==> config.mk <==
export PLATFORM = sky130hd
export DESIGN_NAME = fallThroughFifo
export DESIGN_NICKNAME = d
export VERILOG_FILES = /design/src/rtl/fifoPkg.sv /design/src/rtl/fifoMarkerCtrl.sv /design/src/rtl/fifoDataChain.sv /design/src/rtl/fallThroughFifo.sv
export SDC_FILE = /design/constraint.sdc
export NUM_CORES = 1
export LEC_CHECK = 0
export BUFFER_PORTS_ARGS = -buffer_cell sky130_fd_sc_hd__clkbuf_2
export CAP_MARGIN = 15
export CORE_MARGIN = 2
export CORE_UTILIZATION = 35
export CTS_BUF_LIST = sky130_fd_sc_hd__clkbuf_16
export DETAILED_ROUTE_END_ITERATION = 10
export PLACE_DENSITY = 0.52
export REMOVE_ABC_BUFFERS = 1
export SETUP_SLACK_MARGIN = 0.3
export SKIP_CTS_REPAIR_TIMING = 1
export SLEW_MARGIN = 25
export SYNTH_ARGS = -nofsm -noshare
export SYNTH_HDL_FRONTEND = slang
export SYNTH_SLANG_ARGS = --single-unit
==> constraint.sdc <==
create_clock -name clk -period 1.6 [get_ports clk]
set_input_delay 0.16 -clock clk [delete_from_list [all_inputs] [get_ports clk]]
set_output_delay 0.16 -clock clk [all_outputs]
set_load 0.01 [all_outputs]
==> src/rtl/fifoPkg.sv <==
package fifoPkg;

  // Strobes passed from the marker control to the data chain.
  typedef struct packed {
    logic acceptIn;    // first stage takes the input word
    logic releaseOut;  // output stage is emptied by a read
  } fifoStrobes_t;

endpackage

==> src/rtl/fifoMarkerCtrl.sv <==
module fifoMarkerCtrl
  import fifoPkg::*;
#(
  parameter int DEPTH = 16
) (
  input  logic               clk,
  input  logic               rst,
  input  logic               shiftIn,
  input  logic               shiftOut,
  output logic [DEPTH-1:0]   marker,
  output logic [DEPTH-1:1]   advance,
  output fifoStrobes_t       strobes,
  output logic               inReady,
  output logic               outReady
);

  localparam int LAST = DEPTH - 1;

  logic [DEPTH-1:0] arrive;
  logic [DEPTH-1:0] leave;

  // A stage fills when it is vacant and its source holds a word.
  assign arrive[0] = shiftIn & ~marker[0];

  for (genvar s = 1; s < DEPTH; s++) begin : g_arrive
    assign arrive[s] = marker[s-1] & ~marker[s];
  end

  // A stage empties when its word moves on or is read out.
  for (genvar s = 0; s < LAST; s++) begin : g_leave
    assign leave[s] = marker[s] & ~marker[s+1];
  end
  assign leave[LAST] = marker[LAST] & shiftOut;

  always_ff @(posedge clk) begin
    if (rst) begin
      marker <= '0;
    end else begin
      marker <= (marker & ~leave) | arrive;
    end
  end

  assign advance            = arrive[DEPTH-1:1];
  assign strobes.acceptIn   = arrive[0];
  assign strobes.releaseOut = leave[LAST];
  assign inReady            = ~marker[0];
  assign outReady           = marker[LAST];

endmodule

==> src/rtl/fifoDataChain.sv <==
module fifoDataChain
  import fifoPkg::*;
#(
  parameter int WIDTH = 4,
  parameter int DEPTH = 16
) (
  input  logic               clk,
  input  logic [WIDTH-1:0]   dataIn,
  input  logic [DEPTH-1:1]   advance,
  input  fifoStrobes_t       strobes,
  output logic [WIDTH-1:0]   dataOut
);

  localparam int LAST = DEPTH - 1;

  logic [WIDTH-1:0] word [DEPTH];

  always_ff @(posedge clk) begin
    if (strobes.acceptIn) begin
      word[0] <= dataIn;
    end
  end

  for (genvar s = 1; s < LAST; s++) begin : g_mid
    always_ff @(posedge clk) begin
      if (advance[s]) begin
        word[s] <= word[s-1];
      end
    end
  end

  // The output stage clears its word on release, so no stale value is shown.
  always_ff @(posedge clk) begin
    if (advance[LAST]) begin
      word[LAST] <= word[LAST-1];
    end else if (strobes.releaseOut) begin
      word[LAST] <= '0;
    end
  end

  assign dataOut = word[LAST];

endmodule

==> src/rtl/fallThroughFifo.sv <==
module fallThroughFifo
  import fifoPkg::*;
#(
  parameter int WIDTH = 4,
  parameter int DEPTH = 16
) (
  input  logic             clk,
  input  logic             rst,
  input  logic             shiftIn,
  input  logic [WIDTH-1:0] dataIn,
  output logic             inReady,
  input  logic             shiftOut,
  output logic [WIDTH-1:0] dataOut,
  output logic             outReady
);

  logic [DEPTH-1:0] marker;
  logic [DEPTH-1:1] advance;
  fifoStrobes_t     strobes;

  fifoMarkerCtrl #(.DEPTH(DEPTH)) u_ctrl (
    .clk      (clk),
    .rst      (rst),
    .shiftIn  (shiftIn),
    .shiftOut (shiftOut),
    .marker   (marker),
    .advance  (advance),
    .strobes  (strobes),
    .inReady  (inReady),
    .outReady (outReady)
  );

  fifoDataChain #(.WIDTH(WIDTH), .DEPTH(DEPTH)) u_data (
    .clk     (clk),
    .dataIn  (dataIn),
    .advance (advance),
    .strobes (strobes),
    .dataOut (dataOut)
  );

endmodule

Word level (Yosys, flattened, before mapping). Memory sizes are Yosys's and may differ from the RTL's. Index checks and enable logic that the tools add are counted.

Memories: 1. Word-level logic and storage cells: 103. RAM bits: 64. Output and inout port bits: 6. Bits in registers: 16.

Memory list: u_data.word (depth 16, bits a word 4, read ports 16, clocked after Yosys merged registers in 0, write ports 9, line fifoDataChain.sv:16) `logic [WIDTH-1:0] word [DEPTH];`.

Mux-type cells: 57. Bitwise operators: 37. Reductions and logical operators: 7.

Operators by type and width (count): 4-bit two-way mux (15); 1-bit two-way mux (42); 4-bit OR reduction (7); 1-bit AND (17); 16-bit AND (1); 1-bit NOT (16); 16-bit NOT (1); 16-bit bitwise OR (1); 1-bit bitwise OR (1).

Depth between registers and ports, before layout.
Depth after elaboration: 6. Gate-level depth with buffers: 3. Mapped depth without buffers: 2.

Modules after synthesis. A second synthesis with hierarchy kept.

Cells, all modules: 143. Area total of the unflattened synthesis: 2720.1 um2.

By module, submodules not included: fifoDataChain (cells each 74, area each 1999.4 um2, times used 1, seq. area each 1921.8 um2); fifoMarkerCtrl (cells each 69, area each 720.7 um2, times used 1, seq. area each 320.3 um2).

Least setup slack after synthesis. No wires, ideal clock.

Kind: register to register. From: register u_ctrl.marker[15]. To: memory u_data.word[15][0] (netlist: u_data.word[1][28]) (enable). Arrival: 0.758 ns. Period minus slack after synthesis: 1.120 ns. Setup time: 0.361 ns. Cell stages (with the launch flop): 2. Path buffers: 0. Path slack: 0.480 ns. Path through: dfxtp_1 o21ai_0.

RTL lines: start, declared (line fifoMarkerCtrl.sv:10) `output logic [DEPTH-1:0] marker,`; start signal, assigned (line fifoMarkerCtrl.sv:39) `marker <= (marker & ~leave) | arrive;`; end, declared (line fifoDataChain.sv:16).

==> impl_results.md <==
- Status: finished clean
- Clk Latency, worst-skew pair: 0.33 ns
- Cells after DPL: 247
- Switching pwr: 813 µW
- Critical Path Start: u_ctrl.marker[15]
- Hold Slack: 0.0495 ns
- Synthesis-stage register bit count: 80
- VDD IR-drop max: 0.909 mV
- Count of cell types in the netlist: 16
- Largest net degree at the start of global routing: 17
- Initial DRT Pass Iterations: 4
- Setup-failing EPs final: 0
- Async set-or-reset flop fraction in the synthesized netlist: 0%
- DRC viols: 0
- Area delta synth->final: 19.0%
- F_max: 0.891 GHz
- Global route overflow: 0
- Die X: 91.7 µm
- Num ports: 14
- Die Area: 8410 µm²
- Start of the worst register-to-register path: u_ctrl.marker[15]
- Sw Ratio: 17.6%
- Crit path DAT: 1.11 ns
- Final #Nets: 171
- PD cells: 1440 nW/µm²
- H-tree Lvls: 3
- Least-Margin Pin Slew: 0.436 ns
- Avg Inst Size Synth: 19.1 µm²
- Post-Route WL: 3510 µm
- R2R setup slack: 0.48 ns
- Fill cells: 662
- Initial DRC count: 51
- Vias: 1,136
- CP required: 1.59 ns
- Share of cells above drive strength 1: 24.4%
- Routed Antenna Nets: 0
- Synth top area share: 71.4%
- Critical Path End Type: register
- Worst Path Max Fanout: 6
- Post-Synthesis Cells: 141
- Vias in the first global route: 1,158
- Starting Density: 36.5%
- Clock slew at reported path FFs: 0.06 ns
- Internal: 3.80 mW
- Drt via density: 4.25
- Hold WC Path Type: primary input to register
- RePlAce Congestion: 0.705
- Fin util: 43.5%
- Initial antenna violation count: 0
- Comb pwr share: 1.0%
- Area of the multi-input gates: 382 µm²
- CTS tree: built
- Fin Setup TNS: 0 ns
- Final Cycle Share: 70.1%
- Ys flop type: edfxtp_1
- Total track usage: 9.19%
- Longest Clk Path Bufs: 2
- Clock power frac: 49.9%
- Number of synthesized flops with an enable pin: 64
- Relative slew margins: 70.9%
- Final std cells w/o fill: 267
- ANT cells: 0
- Max-cap violation count: 0
- Crit path time final: 1.12 ns
- WS Path Type: register to register
- CTS Buf Count: 9
- Setup crit start kind: register
- Static Leak: 1.07 nW
- Sequential cell area: 2240 µm²
- Count leader, synth: edfxtp_1
- Die height: 91.7 µm
- CORE AREA: 7370 µm²
- IO buf count: 13
- Post-DP HPWL: 2290 µm
- Post-placement cell area: 2820 µm²
- RSZ-0062 raised after global routing: no
- Synthesized area: 2690 µm²
- DR WL/cell: 13.2 µm
- YS warnings: 0
- Num rows: 31
- Sequential share of the synthesized area: 83.3%
- Top cell type by total area after synthesis: edfxtp_1
- Clk sinks: 80
- Fin. max-slew vios: 0
- HP Start: shiftOut
- CTS root buffer: clkbuf_16
- Post-synth top cells: edfxtp_1 (64), dfxtp_1 (16), mux2i_1 (15), nor2_2 (10), nor2b_1 (10)
- Flop pwr share: 49.0%
- Fin. Hold Viols: 0
- Final instance area: 3200 µm²
- Synth area leaders: edfxtp_1 (71%), dfxtp_1 (12%), mux2i_1 (5.6%)
- First-pass GRT wire length: 5540 µm
- Max Clock Skew: 0.00314 ns
[state kept, by name, indices dropped and copies added (netlist names)]
register,cells
u_data.word,64
u_ctrl.marker,16
[power by group through the flow]
stage	clock (mW)	sequential, mW	combinational, mW
after floorplan	0	2.30	0.0187
after global placement	0	2.30	0.0408
after detailed placement	0	2.30	0.0411
after CTS	2.36	2.26	0.0412
after global routing	2.46	2.26	0.0535
final	2.30	2.26	0.0476
[critical path: stages, from the launching register on]
cell     delay [ns]
dfxtp_1        0.44
nand2_2        0.12
o21ai_1        0.23
[metal layers]
metal	GRT usage, %	wire (µm)	up-vias
met5	0	0	-
met4	4.85	34	0
met3	5.18	186	4
met2	15.9	1970	27
met1	8.54	1320	557
li1	-	-	548
[metrics by stage]
step / worst slack [ns] / total power [mW]
2_1_floorplan: 0.480 / 2.32
3_3_place_gp: 0.416 / 2.34
3_5_place_dp: 0.335 / 2.35
4_1_cts: 0.329 / 4.66
5_1_grt: 0.394 / 4.77
6_report: 0.478 / 4.61
[kinds of logic (layout without fill, tap and decap cells)]
family,after synthesis,count (layout),synth area share (%)
mux,15,15,5.58
compound gates,2,2,0.650
flops,80,80,83.3
simple gates,36,36,7.95
buf+inv,8,35,2.56
[final timing paths]
path | to | cells past startpoint
worst max-delay path | u_data.word[1][30] | 2
worst min-delay path | u_ctrl.marker[15] | 2
worst max register to register | u_data.word[1][30] | 2
worst min register to register | u_data.word[1][4] | 0
[placed cells by master (no fill, tap or decap), drive strengths merged]
master and count:
dlygate4sd3 4, and2 4, nor2b 10, mux2i 15, edfxtp 64, o21ai 1, and2b 4, clkbuf 22
a211oi 1, clkinv 2, inv 3, clkinvlp 1, nor2 17, nand2 1, dfxtp 16, bufinv 3
[layout make-up]
| class | instances | share of cell area, % |
|---|---|---|
| clock inverters | 7 | 3.71 |
| clock buffers | 9 | 7.03 |
| repair buffers | 17 | 3.28 |
| multi-input cells | 53 | 11.9 |
| inverters | 2 | 0.234 |
| well taps | 99 | 3.87 |
| flip-flops and latches | 80 | 70.0 |
Note: power is estimated with default switching activity, not from simulation.
